File: config.mk
export PLATFORM = sky130hd
export DESIGN_NAME = simd_fpcsr
export DESIGN_NICKNAME = d
export VERILOG_FILES = /design/src/rtl/simd_fpcsr_pkg.sv /design/src/rtl/fpcsr_store.sv /design/src/rtl/fpcsr_flush.sv /design/src/rtl/fpcsr_trap.sv /design/src/rtl/simd_fpcsr.sv
export SDC_FILE = /design/constraint.sdc
export NUM_CORES = 1
export LEC_CHECK = 0
export ABC_AREA = 0
export BUFFER_PORTS_ARGS = -buffer_cell sky130_fd_sc_hd__buf_4
export CORE_UTILIZATION = 30
export CTS_CLUSTER_SIZE = 8
export DETAILED_ROUTE_END_ITERATION = 12
export GPL_TIMING_DRIVEN = 0
export PLACE_DENSITY_LB_ADDON = 0.12
export SLEW_MARGIN = 20
export SYNTH_ARGS = -nofsm -noshare
export SYNTH_HDL_FRONTEND = slang
export SYNTH_HIERARCHICAL = 1
export SYNTH_SLANG_ARGS = --single-unit
export TNS_END_PERCENT = 10
File: constraint.sdc
create_clock -name clk -period 1.35 [get_ports clk]
set_clock_uncertainty 0.15 [all_clocks]
set_input_delay 0.135 -clock clk [delete_from_list [all_inputs] [get_ports clk]]
set_output_delay 0.135 -clock clk [all_outputs]
set_load 0.005 [all_outputs]
File: src/rtl/simd_fpcsr_pkg.sv
package simd_fpcsr_pkg;

    localparam int XW = 6;   // exception condition count
    localparam int LW = 16;  // live (stored) bits of the word

    localparam int X_INV = 0;
    localparam int X_DEN = 1;
    localparam int X_DIV = 2;
    localparam int X_OVF = 3;
    localparam int X_UNF = 4;
    localparam int X_PRE = 5;

    typedef struct packed {
        logic          fz;
        logic [1:0]    rc;
        logic [XW-1:0] mask;
        logic          daz;
        logic [XW-1:0] flag;
    } csr_t;

    localparam csr_t CSR_RST = '{fz: 1'b0, rc: 2'b00, mask: {XW{1'b1}},
                                 daz: 1'b0, flag: {XW{1'b0}}};

    function automatic logic [XW-1:0] xbit(input int idx);
        logic [XW-1:0] v;
        v = '0;
        v[idx] = 1'b1;
        return v;
    endfunction

endpackage

File: src/rtl/fpcsr_store.sv
module fpcsr_store
    import simd_fpcsr_pkg::*;
#(
    parameter int DW = 32
) (
    input  logic          clk,
    input  logic          rst,
    input  logic          ld_valid,
    input  logic [DW-1:0] ld_data,
    input  logic          upd_en,
    input  logic [XW-1:0] upd_flags,
    output csr_t          csr,
    output logic          gp_fault
);
    localparam int RW = DW - LW;

    logic ld_bad;
    assign ld_bad = |ld_data[DW-1:LW];

    always_ff @(posedge clk) begin
        if (rst) begin
            csr      <= CSR_RST;
            gp_fault <= 1'b0;
        end else begin
            gp_fault <= ld_valid & ld_bad;
            if (ld_valid) begin
                if (!ld_bad)
                    csr <= csr_t'(ld_data[LW-1:0]);
            end else if (upd_en) begin
                csr.flag <= csr.flag | upd_flags;
            end
        end
    end

    AST_FLAG_STICKY: assert property (@(posedge clk) disable iff (rst)
        !ld_valid |=> ((csr.flag & $past(csr.flag)) == $past(csr.flag)));
    AST_BAD_LOAD_HOLD: assert property (@(posedge clk) disable iff (rst)
        (ld_valid && ld_bad) |=> (gp_fault && $stable(csr)));
    AST_GOOD_LOAD_STORE: assert property (@(posedge clk) disable iff (rst)
        (ld_valid && !ld_bad) |=> (!gp_fault && csr == csr_t'($past(ld_data[LW-1:0]))));
    AST_NO_STRAY_FAULT: assert property (@(posedge clk) disable iff (rst)
        !ld_valid |=> !gp_fault);

    logic [RW-1:0] unused_hi;
    assign unused_hi = '0;
endmodule

File: src/rtl/fpcsr_flush.sv
module fpcsr_flush
    import simd_fpcsr_pkg::*;
#(
    parameter int DW = 32
) (
    input  logic          op_valid,
    input  logic [XW-1:0] op_exc,
    input  logic [DW-1:0] op_result,
    input  csr_t          csr,
    output logic [DW-1:0] res_out,
    output logic [XW-1:0] eff_exc
);
    logic do_flush;

    always_comb begin
        do_flush = op_valid & op_exc[X_UNF] & csr.mask[X_UNF] & csr.fz;
        eff_exc  = op_exc;
        res_out  = op_result;
        if (do_flush) begin
            eff_exc = op_exc | xbit(X_UNF) | xbit(X_PRE);
            res_out = {op_result[DW-1], {(DW-1){1'b0}}};
        end
    end
endmodule

File: src/rtl/fpcsr_trap.sv
module fpcsr_trap
    import simd_fpcsr_pkg::*;
(
    input  logic          clk,
    input  logic          rst,
    input  logic          op_go,
    input  logic [XW-1:0] eff_exc,
    input  logic [XW-1:0] mask,
    output logic          trap,
    output logic [XW-1:0] trap_vec
);
    logic [XW-1:0] hit;
    assign hit = op_go ? (eff_exc & ~mask) : '0;

    always_ff @(posedge clk) begin
        if (rst) begin
            trap     <= 1'b0;
            trap_vec <= '0;
        end else begin
            trap     <= |hit;
            trap_vec <= hit;
        end
    end

    AST_TRAP_HAS_CAUSE: assert property (@(posedge clk) disable iff (rst)
        trap |-> (trap_vec != '0));
    AST_QUIET_VEC: assert property (@(posedge clk) disable iff (rst)
        !trap |-> (trap_vec == '0));
    AST_TRAP_NEEDS_OP: assert property (@(posedge clk) disable iff (rst)
        !op_go |=> !trap);
    AST_TRAP_PULSE_SRC: assert property (@(posedge clk) disable iff (rst)
        trap |-> (($past(eff_exc) & ~$past(mask)) == trap_vec));
endmodule

File: src/rtl/simd_fpcsr.sv
module simd_fpcsr
    import simd_fpcsr_pkg::*;
#(
    parameter int DW = 32
) (
    input  logic          clk,
    input  logic          rst,
    input  logic          ld_valid,
    input  logic [DW-1:0] ld_data,
    output logic [DW-1:0] rd_data,
    output logic          gp_fault,
    input  logic          op_valid,
    input  logic [XW-1:0] op_exc,
    input  logic [DW-1:0] op_result,
    output logic [DW-1:0] res_out,
    output logic          trap,
    output logic [XW-1:0] trap_vec,
    output logic [1:0]    rc_out,
    output logic          daz_out
);
    csr_t          csr;
    logic [XW-1:0] eff_exc;
    logic          op_go;

    assign op_go = op_valid & ~ld_valid;

    fpcsr_store #(.DW(DW)) u_store (
        .clk(clk), .rst(rst), .ld_valid(ld_valid), .ld_data(ld_data),
        .upd_en(op_go), .upd_flags(eff_exc), .csr(csr), .gp_fault(gp_fault)
    );

    fpcsr_flush #(.DW(DW)) u_flush (
        .op_valid(op_valid), .op_exc(op_exc), .op_result(op_result),
        .csr(csr), .res_out(res_out), .eff_exc(eff_exc)
    );

    fpcsr_trap u_trap (
        .clk(clk), .rst(rst), .op_go(op_go), .eff_exc(eff_exc),
        .mask(csr.mask), .trap(trap), .trap_vec(trap_vec)
    );

    assign rd_data = {{(DW-LW){1'b0}}, csr};
    assign rc_out  = csr.rc;
    assign daz_out = csr.daz;

    AST_UPPER_ZERO: assert property (@(posedge clk) disable iff (rst)
        rd_data[DW-1:LW] == '0);
    AST_LOAD_NO_TRAP: assert property (@(posedge clk) disable iff (rst)
        ld_valid |=> !trap);
    AST_FLUSH_FLAGS: assert property (@(posedge clk) disable iff (rst)
        (op_go && op_exc[X_UNF] && rd_data[7+X_UNF] && rd_data[15])
        |=> (rd_data[X_UNF] && rd_data[X_PRE]));
    AST_UM_CLEAR_PASS: assert property (@(posedge clk) disable iff (rst)
        (op_valid && !rd_data[7+X_UNF]) |-> (res_out == op_result));
    AST_TRAP_FLAGS: assert property (@(posedge clk) disable iff (rst)
        (op_go && ((op_exc & ~csr.mask) != '0)) |=> ((rd_data[XW-1:0] & $past(op_exc)) == $past(op_exc)));
endmodule

## Word level (Yosys, flattened, before mapping)

Index checks and enable logic that the tools add are counted.

- Register bits after elaboration: 24
- Input bits: 74
- Output and inout bits: 75
- Logic and storage cells: 30

- Equality and inequality tests: 1
- Mux-type cells: 6
- Bitwise operators: 10
- Reduce and logical (&&, ||, !) cells: 5

Operators by type and width:

| cell | number |
|---|---|
| 31-bit two-way mux | 1 |
| 6-bit two-way mux | 5 |
| 16-bit OR reduction | 1 |
| 6-bit AND | 1 |
| 6-bit NOT | 1 |
| 6-bit bitwise OR | 1 |
| 6-bit OR reduction | 1 |
| 1-bit AND | 5 |
| 2-bit AND reduction | 2 |
| 2-bit != test (second input constant) | 1 |
| 1-bit NOT | 2 |
| 2-bit nonzero test | 1 |

## Logic depth before layout (Yosys ltp)

Gate-level depths: netlist of run 1.

- Depth after elaboration: 7
- Depth in mapped cells: 6
- Mapped depth without buffers: 4

## Cells and area by module

The synthesis of run 1 kept the hierarchy.

Modules (own cells, without submodules):

| module | instances | cells each | area an instance (um^2) | seq. area each (um^2) |
|---|---|---|---|---|
| fpcsr_store | 1 | 80 | 744.5 | 340.3 |
| fpcsr_flush | 1 | 42 | 351.6 | 0.0 |
| fpcsr_trap | 1 | 22 | 244.0 | 140.1 |
| simd_fpcsr | 1 | 21 | 160.2 | 0.0 |

## Worst setup path after synthesis of run 1

OpenSTA, ideal clock, no wires.

- Kind: input port to flip-flop
- Start: input ld_data[26]
- End: register u_store/csr[10] (netlist name)
- Setup time: 0.072 ns
- Arrival time: 1.133 ns
- Data required time: 1.128 ns
- Setup slack: -0.004 ns
- Cell stages on the path: 6
- Buffers on the path: 2
- Cells stage by stage: nor4_1 -> and4_1 -> and2_1 -> buf_4 -> buf_8 -> mux2i_1

- Cells in the longest elaborated chain, start to end: 3

Ends and longest elaborated chain:

| item | line | text |
|---|---|---|
| start: declaration | simd_fpcsr.sv:9 | `input logic [DW-1:0] ld_data,` |
| 16-bit OR reduction | fpcsr_store.sv:18 | `assign ld_bad = \|ld_data[DW-1:LW];` |
| 1-bit NOT (no line) | -- |  |
| 2-bit AND reduction (no line) | -- |  |

No other way between the ends.
A chain may end at the register's enable or synchronous reset.

## Worst setup path after layout of run 1

- Start: register u_store/csr[15] (netlist name)
- End: output res_out[6]

- Cells in the longest elaborated chain, start to end: 2

Ends and longest elaborated chain:

| item | line | text |
|---|---|---|
| 1-bit AND | fpcsr_flush.sv:16 | `do_flush = op_valid & op_exc[X_UNF] & csr.mask[X_UNF] & csr.fz;` |
| 31-bit two-way mux | fpcsr_flush.sv:19 | `if (do_flush) begin` |
| end: declaration | simd_fpcsr.sv:15 | `output logic [DW-1:0] res_out,` |

No other way between the ends.

==> flow_summary.json, run 1 <==
{
  "outcome": "complete, but fails checks",
  "failed_checks": "hold timing, setup timing",
  "die_w_um": 72.72,
  "antennaDiodeCount": 0,
  "synthXorXnorAreaFrac": 0,
  "dp_hpwl_mm": 3.835,
  "ys_top_cells_by_area": "dfxtp_1 (32%), buf_4 (13%), and2_4 (12%)",
  "wl_met1_mm": 1.886,
  "wire_per_inst_um": 12.73,
  "cts_root_buffer": "clkbuf_8",
  "fmax_mhz": 665.2,
  "p_comb_frac": 0.311,
  "fill_cells": 460,
  "final_antenna_net_count": 0,
  "finalCritPeriodShare": 1.114,
  "ctsHtreeMaxLevel": 1,
  "cts.sinks": 24,
  "die_y_um": 72.72,
  "synth_top_family_by_area": "simple AND/OR/NAND/NOR gates",
  "synth_cell_types": 26,
  "hold_viol_final": 1,
  "switching_share": 0.2294,
  "synth_compound_area_frac": 0.09258,
  "final_common_cell": "buf_4",
  "hold_class": "in -> reg",
  "core_mm2": 0.004755,
  "grt_pass1_vias": 1602,
  "portBuffers": 127,
  "setup_viol": 32,
  "dp_slack_ns": -0.3178,
  "initial_core_util": 0.3155,
  "areaGrowthSynthToFinish_pct": 96.75,
  "rows": 25,
  "overflow": 0,
  "wl_met3_um": 450,
  "drt-total-wl_mm": 5.016,
  "synth_seq_cells": 24,
  "grt_setup_unrepaired": "true",
  "crit_arrival_ns": 1.22,
  "synth-simple-area-share": 0.3520,
  "rrSetupSlack_ns": 0,
  "slowest_delay_ns": 0.37,
  "dieArea_mm2": 0.005287,
  "worst_path_max_delay_cell": "dfxtp_4",
  "pwr-share-clk": 0.256,
  "p_seq_frac": 0.433,
  "dr.pass1.iters": 4,
  "path_clk_slew_ns": 0.08,
  "yosysWarnings": 6,
  "fin_cells": 394,
  "via_per_inst": 4.211,
  "synth.mux.area_fraction": 0.04003,
  "layout-drive-gt1-share": 0.6024,
  "internal_power_w": 0.001273,
  "p_leak_nw": 1.447,
  "yosys.area.top_type": "dfxtp_1",
  "netlist.area_leader.share": 0.3203,
  "cap_violations": 0,
  "path_cells": "nand4_4, buf_6, and2_4, buf_4",
  "required_ns": 1.07,
  "crit_type": "reg -> out",
  "synthAdderAreaFrac": 0,
  "io_pins": 149,
  "highest_layer": "met4",
  "syn_area_mm2": 0.001500,
  "utilization": 0.6208,
  "numCtsBuffers": 3,
  "grt_pass1_wl_mm": 7.665,
  "cts_buffer_depth": 2,
  "antenna_found_initial": 0,
  "seq_area_frac_synth": 0.3203,
  "vias": 1659,
  "critPathLaunchType": "flop",
  "min_period_ns": 1.503,
  "avgSynthCellArea_um2": 9.092,
  "cts_tree": "done",
  "finalNetCount": 403,
  "syn_inst": 165,
  "grt_usage": 0.1867,
  "cellPowerDensity_mw_per_mm2": 559.5,
  "place.gp.congestion": 0.7333,
  "drv_slew": 0,
  "netSwitchingPower_w": 0.0003788,
  "drt_iter0_markers": 18,
  "hold_slack_ns": -0.001712,
  "final_cell_mix": "buf_4 (128), buf_6 (29), and2_4 (26), dfxtp_1 (22)",
  "clk_latency_ns": 0.27,
  "fin_ws_ns": -0.1533,
  "worstSetupEndpointType": "output port",
  "route.met2.wl_mm": 2.643,
  "grt_max_degree": 13,
  "cp_max_fo": 10,
  "route.detailed.drc": 0,
  "ir_worst_vdd_uv": 433.8,
  "dp.cells": 374
}
-- path summary, 6_finish.rpt --
kind / start / end / cells after the start
worst max register to register: u_store/csr[15] / u_store/csr[5] / 4
worst min register to register: u_store/csr[7] / u_trap/trap_vec[0] / 1
worst min-delay path: op_exc[1] / u_trap/trap_vec[1] / 3
worst max-delay path: u_store/csr[15] / res_out[6] / 4
-- flip-flops by register name (all words and copies together) (netlist names) --
signal,count
u_trap/trap_vec,6
u_trap/trap,1
u_store/gp_fault,1
u_store/csr,16
-- cells by family (layout without fill, tap and decap cells) --
kind of cell / after synthesis / in the layout
flops: 24 / 24
compound gates: 18 / 18
mux: 6 / 6
buf+inv: 42 / 189
simple gates: 74 / 74
other cells: 1 / 16
-- area by class of cell --
class / instances / area [um2] / area share
repair buffers: 144 / 1215 / 0.4116
multi-input cells: 114 / 830.8 / 0.2815
flip-flops and latches: 24 / 488.0 / 0.1653
plain buffers: 35 / 266.5 / 0.09029
well taps: 67 / 83.83 / 0.02840
clock buffers: 3 / 41.29 / 0.01399
inverters: 7 / 26.28 / 0.008902
-- Yosys cell counts (all sizes together) --
| cell | instances |
|---|---|
| nand4b | 4 |
| a2111oi | 1 |
| o21ai | 4 |
| and2 | 32 |
| mux2i | 6 |
| conb | 1 |
| inv | 7 |
| nor2 | 14 |
| nand4 | 1 |
| buf | 30 |
| clkbuf | 5 |
| nand2b | 7 |
| a211oi | 6 |
| a221oi | 6 |
| or2b | 1 |
| dfxtp | 24 |
| and4 | 1 |
| a31oi | 1 |
| nor3b | 2 |
| nor2b | 8 |
| nor4 | 4 |
-- metal layers --
layer,global-route usage,vias up
met5,0,-
met4,0.03922,0
met3,0.04282,5
met2,0.3614,84
met1,0.2056,739
li1,-,831
-- critical path: cells and delay by family (launching register included) --
| family | cells | cell delay (ns) |
|---|---|---|
| simple gates | 2 | 0.29 |
| buf+inv | 2 | 0.30 |
| flops | 1 | 0.37 |
-- stage by stage --
| step | setup TNS [ns] | instance area [um2] | total power (W) | hold WS (ns) |
|---|---|---|---|---|
| global route | -6.060 | 2952 | 0.001726 | 0.01569 |
| detailed placement | -4.696 | 2597 | 0.001165 | 0.2464 |
| global placement | -3.478 | 2597 | 0.001161 | 0.2395 |
| CTS | -4.593 | 2912 | 0.001659 | 0.002621 |
| finish | -3.901 | 2952 | 0.001651 | -0.001712 |
| floorplan | -0.0009982 | 1560 | 0.0009068 | 0.1228 |
-- repair_timing --
item                                    4_1_cts  5_1_grt
pin swaps                                    20        2
buffers inserted                              1        0
gates resized for setup                      29        9
hold buffers                                 16        0
endpoints found under the setup margin       39       47
hold endpoints to repair                     16        0
-- power groups by stage --
stage	Clock, W	Sequential, W	Combinational, W
floorplan	0	0.000736	0.000171
global placement	0	0.000735	0.000426
detailed placement	0	0.000735	0.000430
CTS	0.000443	0.000715	0.000501
global route	0.000456	0.000716	0.000553
finish	0.000422	0.000715	0.000514
Power figures use the tool's default switching activity.
==> run 2: changes to the inputs <==
==> constraint.sdc (replaced) <==
create_clock -name clk -period 1.35 [get_ports clk]
set_clock_uncertainty 0.15 [all_clocks]
set_input_delay 0 -clock clk [delete_from_list [all_inputs] [get_ports clk]]
set_output_delay 0 -clock clk [all_outputs]
set_load 0.005 [all_outputs]
==> flow_summary.json, run 2 (synthesized netlist as in run 1, its figures left out) <==
{
  "rrSetupSlack_ns": 0.01,
  "p_leak_nw": 1.487,
  "cts_tree": "done",
  "slowest_delay_ns": 0.36,
  "grt_usage": 0.1732,
  "cp-endpoint": "res_out[27]",
  "finalNetCount": 408,
  "ir_worst_vdd_uv": 473.5,
  "cap_violations": 0,
  "vias": 1679,
  "ctsHtreeMaxLevel": 1,
  "worstSetupEndpointType": "output port",
  "via_per_inst": 4.198,
  "reg_top3": "u_store/csr (16), u_trap/trap_vec (6)",
  "grt_setup_unrepaired": "true",
  "dr.pass1.iters": 4,
  "reg2regPathDepth": 4,
  "finalPower_w": 0.001740,
  "finalCritPeriodShare": 1.016,
  "crit_arrival_ns": 1.22,
  "dp.cells": 374,
  "cp_max_fo": 10,
  "setup_viol": 16,
  "seq_area_um2": 488.0,
  "drv_slew": 0,
  "drt_iter0_markers": 30,
  "crit_type": "reg -> out",
  "io_pins": 149,
  "crit-reg2reg-launch": "u_store/csr[11]",
  "route.detailed.drc": 0,
  "grt_pass1_wl_mm": 7.148,
  "dp_hpwl_mm": 3.762,
  "utilization": 0.6358,
  "path_common_cell": "buf_6",
  "hold_class": "in -> reg",
  "grt_max_degree": 14,
  "wire_per_inst_um": 12.51,
  "startpoint": "u_store/csr[11]",
  "grt_pass1_vias": 1525,
  "dieArea_mm2": 0.005287,
  "path_depth": 4,
  "numCtsBuffers": 3,
  "layout-drive-gt1-share": 0.6066,
  "core_mm2": 0.004755,
  "worst_path_max_delay_cell": "dfxtp_4",
  "initial_core_util": 0.3155,
  "place.gp.congestion": 0.6907,
  "largest_register": "u_store/csr",
  "failed_checks": "setup timing",
  "clk_latency_ns": 0.27,
  "antenna_found_initial": 0,
  "required_ns": 1.20,
  "fmax_mhz": 729.3,
  "final_cell_mix": "buf_4 (124), buf_6 (34), and2_4 (30), dfxtp_1 (22), dlygate4sd3_1 (20)",
  "hold_viol_final": 0,
  "final_common_cell": "buf_4",
  "drt-total-wl_mm": 5.002,
  "critPathLaunchType": "flop",
  "largest_reg_flops": 16,
  "critPathTopFamily": "flip-flops",
  "multi_input_area_um2": 822.0,
  "cellPowerDensity_mw_per_mm2": 575.8,
  "rows": 25,
  "areaGrowthSynthToFinish_pct": 101.5,
  "path_clk_slew_ns": 0.08,
  "cp_num_buf_inv": 2,
  "outcome": "complete, but fails checks",
  "fill_cells": 420,
  "portBuffers": 127,
  "die_w_um": 72.72,
  "antennaDiodeCount": 0,
  "overflow": 0,
  "fin_ws_ns": -0.02122,
  "path_cells": "nand4_4, buf_6, and2_4, buf_6",
  "fin_cells": 400,
  "cts_buffer_depth": 2,
  "cts.sinks": 24,
  "final_antenna_net_count": 0,
  "cts_root_buffer": "clkbuf_8",
  "die_y_um": 72.72,
  "min_period_ns": 1.371,
  "reg2reg_to": "u_store/csr[5]"
}
[run 2: changes by cell type in the layout (fill, tap and decap cells not counted), sizes merged]
cell	change
dlygate4sd3	+4
buf	+1
clkbuf	+1
[run 2: tightest hold or removal path: stages]
cell,delay (ns)
buf_4,0.07
or2b_1,0.14
nand2b_1,0.10
nor2_1,0.08
[run 2: stage by stage]
stage	cell area (um2)	setup TNS, ns	setup slack [ns]	hold WS (ns)
2_1_floorplan	1558	0	0.04019	-0.06918
3_3_place_gp	2595	-1.265	-0.1259	0.01777
3_5_place_dp	2595	-1.849	-0.1664	0.01832
4_1_cts	2949	-0.2788	-0.02954	0.01978
5_1_grt	3023	-1.303	-0.06358	0.02215
6_report	3023	-0.1187	-0.02122	0.007055
[run 2: worst min-delay path by stage]
stage,startpoint,endpoint,slack [ns],cells past startpoint
2_1_floorplan,op_result[31],res_out[31],-0.07,1
3_3_place_gp,op_result[31],res_out[31],0.02,2
3_5_place_dp,op_result[31],res_out[31],0.02,2
4_1_cts,op_result[31],res_out[31],0.02,2
5_1_grt,op_result[31],res_out[31],0.02,2
6_report,op_exc[5],u_trap/trap_vec[5],0.007,4
[run 2: power breakdown]
part	leakage, nW	switching [W]	internal, W
logic	1.26	0.000155	0.000378
registers	0.195	0.00000401	0.000711
clock network	0.0288	0.000232	0.000261
total	1.49	0.000391	0.00135
[run 2: cell type report]
type / instances / area share
Timing Repair Buffer: 149 / 0.4251
Sequential cell: 24 / 0.1614
Multi-Input combinational cell: 114 / 0.2719
Inverter: 7 / 0.008692
Tap cell: 67 / 0.02773
Clock buffer: 4 / 0.01821
Buffer: 35 / 0.08692
[run 2: timing repair]
item,4_1_cts,5_1_grt
resized for setup,25,21
hold buffers,20,0
endpoints found under the setup margin,32,34
buffers inserted,1,0
cloned,0,1
hold endpoints to repair,19,0
pin swaps,20,1
[run 2: routing by layer]
layer | global-route usage | vias up | part of all wire
met5 | 0 | - | 0
met4 | 0.05011 | 0 | 0.014
met3 | 0.03453 | 6 | 0.077
met2 | 0.3094 | 80 | 0.52
met1 | 0.2097 | 751 | 0.39
li1 | - | 842 | -
==> run 3: changes to the inputs <==
--- a/config.mk
+++ b/config.mk
@@ -10,8 +10,10 @@
 export CORE_UTILIZATION = 30
 export CTS_CLUSTER_SIZE = 8
 export DETAILED_ROUTE_END_ITERATION = 12
+export GPL_ROUTABILITY_DRIVEN = 0
 export GPL_TIMING_DRIVEN = 0
-export PLACE_DENSITY_LB_ADDON = 0.12
+export PLACE_DENSITY_LB_ADDON = 0.2
+export REMOVE_ABC_BUFFERS = 1
 export SLEW_MARGIN = 20
 export SYNTH_ARGS = -nofsm -noshare
 export SYNTH_HDL_FRONTEND = slang
==> flow_summary.json, run 3 (synthesized netlist as in run 1, its figures left out) <==
{
  "outcome": "complete, but fails checks",
  "failed_checks": "setup timing",
  "grtUsageMet2": 0.3396,
  "initial_core_util": 0.3155,
  "worstSetupEndpointType": "flop",
  "final_common_cell": "buf_4",
  "groute.layer.met1.usage": 0.1885,
  "path_cells": "nand4_4, or2b_1, a221oi_2, a211oi_1",
  "cts_root_buffer": "clkbuf_8",
  "largest_register": "u_store/csr",
  "route.detailed.drc": 0,
  "grt_pass1_wl_mm": 7.217,
  "clk_latency_ns": 0.27,
  "cap_violations": 0,
  "tns_ns": -0.04723,
  "dieArea_mm2": 0.005287,
  "grt_setup_unrepaired": "true",
  "p_leak_nw": 1.309,
  "antennaDiodeCount": 0,
  "final_cell_mix": "buf_4 (128), dlygate4sd3_1 (24), and2_4 (23), dfxtp_1 (22), conb_1 (16)",
  "drt-total-wl_mm": 4.847,
  "dp_slack_ns": -0.7819,
  "tightest_slew_ns": 0.5329,
  "crit_type": "reg -> reg",
  "cellPowerDensity_mw_per_mm2": 646.3,
  "slowest_delay_ns": 0.40,
  "fmax_mhz": 716.6,
  "via_per_inst": 4.332,
  "dr.pass1.iters": 4,
  "crit_arrival_ns": 1.40,
  "cts_buffer_depth": 2,
  "path_clk_slew_ns": 0.09,
  "grt_max_degree": 29,
  "dp_hpwl_mm": 3.290,
  "portBuffers": 130,
  "grt_pass1_vias": 1550,
  "wire_per_inst_um": 12.89,
  "overflow": 0,
  "hold_viol_final": 0,
  "rows": 25,
  "met3_usage": 0.04144,
  "layout-drive-gt1-share": 0.5534,
  "min-delay-start": "ld_valid",
  "grt_usage": 0.1744,
  "cp_max_fo": 8,
  "die_w_um": 72.72,
  "reg_top3": "u_store/csr (16), u_trap/trap_vec (6)",
  "numCtsBuffers": 3,
  "startpoint": "u_store/csr[11]",
  "cts_tree": "done",
  "finalNetCount": 384,
  "largest_reg_flops": 16,
  "drt_iter0_markers": 20,
  "crit-reg2reg-launch": "u_store/csr[11]",
  "cts.sinks": 24,
  "top_usage_layer": "met2",
  "hold_class": "in -> reg",
  "areaGrowthSynthToFinish_pct": 86.57,
  "core_mm2": 0.004755,
  "drv_slew": 0,
  "min_period_ns": 1.395,
  "worst_path_max_delay_cell": "dfxtp_4",
  "finalCritPeriodShare": 1.034,
  "die_y_um": 72.72,
  "final_antenna_net_count": 0,
  "fin_ws_ns": -0.04546,
  "finalPower_w": 0.001809,
  "antenna_found_initial": 0,
  "ir_worst_vdd_uv": 428.1,
  "critPathLaunchType": "flop",
  "slew_headroom": 0.6440,
  "io_pins": 149,
  "setup_viol": 2,
  "ctsHtreeMaxLevel": 1,
  "required_ns": 1.36,
  "vias": 1629,
  "fill_cells": 433
}
-- run 3: cell types whose count changed in the layout (fill, tap and decap cells not counted), sizes merged --
cell         before  now
bufinv            0    1
clkbuf            9    3
and2             32   33
dlygate4sd3      20   24
nand4             1    4
buf             159  132
-- run 3: final cells by class --
class / instances / area [um2] / area share
multi-input combinational: 118 / 883.3 / 0.3156
tap: 67 / 83.83 / 0.02995
clock inverter: 1 / 30.03 / 0.01073
sequential: 24 / 488.0 / 0.1743
timing repair buffer: 156 / 1246 / 0.4452
clock buffer: 3 / 41.29 / 0.01475
inverter: 7 / 26.28 / 0.009388
-- run 3: final timing paths --
| check | endpoint | slack [ns] | cells after the start |
|---|---|---|---|
| max | u_store/csr[5] | -0.05 | 4 |
| min | u_store/csr[5] | 0.04 | 3 |
| max reg2reg | u_store/csr[5] | -0.05 | 4 |
| min reg2reg | u_trap/trap_vec[0] | 0.33 | 1 |
-- run 3: layer usage --
| layer | vias up | share of wire | wire, um |
|---|---|---|---|
| met3 | 3 | 0.096 | 464 |
| met5 | - | 0 | 0 |
| li1 | 808 | - | - |
| met1 | 737 | 0.37 | 1803 |
| met4 | 0 | 0.0062 | 30 |
| met2 | 81 | 0.53 | 2548 |
-- run 3: critical path, delay by kind of cell (launching register included) --
kind / cells / cell delay (ns)
AND/OR/NAND/NOR: 2 / 0.43
flip-flops: 1 / 0.40
AO/OA/AOI/OAI: 2 / 0.29
-- run 3: per-stage QoR --
stage / hold WS (ns) / utilization / instance area (um2) / instances
final: 0.03588 / 0.5887 / 2799 / 376
after floorplan: -0.1500 / - / 1294 / 145
after CTS: 0.03092 / 0.5861 / 2786 / 375
after detailed placement: -0.1500 / 0.4950 / 2354 / 342
after global placement: -0.1500 / 0.4950 / 2354 / 342
after global routing: 0.03958 / 0.5887 / 2799 / 376
-- run 3: repair_timing --
action / in CTS / in global routing
hold buffers: 24 / 0
endpoints found under the hold margin: 22 / 0
gates cloned: 3 / 1
endpoints found under the setup margin: 49 / 48
buffers inserted: 2 / 0
pin swaps: 23 / 13
resized for setup: 16 / 2
-- run 3: report_power, final --
part | total [W] | switching, W | internal [W] | leakage (nW)
logic | 0.000457 | 0.000141 | 0.000316 | 1.08
clock network | 0.000637 | 0.000240 | 0.000397 | 0.0357
registers | 0.000715 | 0.00000408 | 0.000711 | 0.195
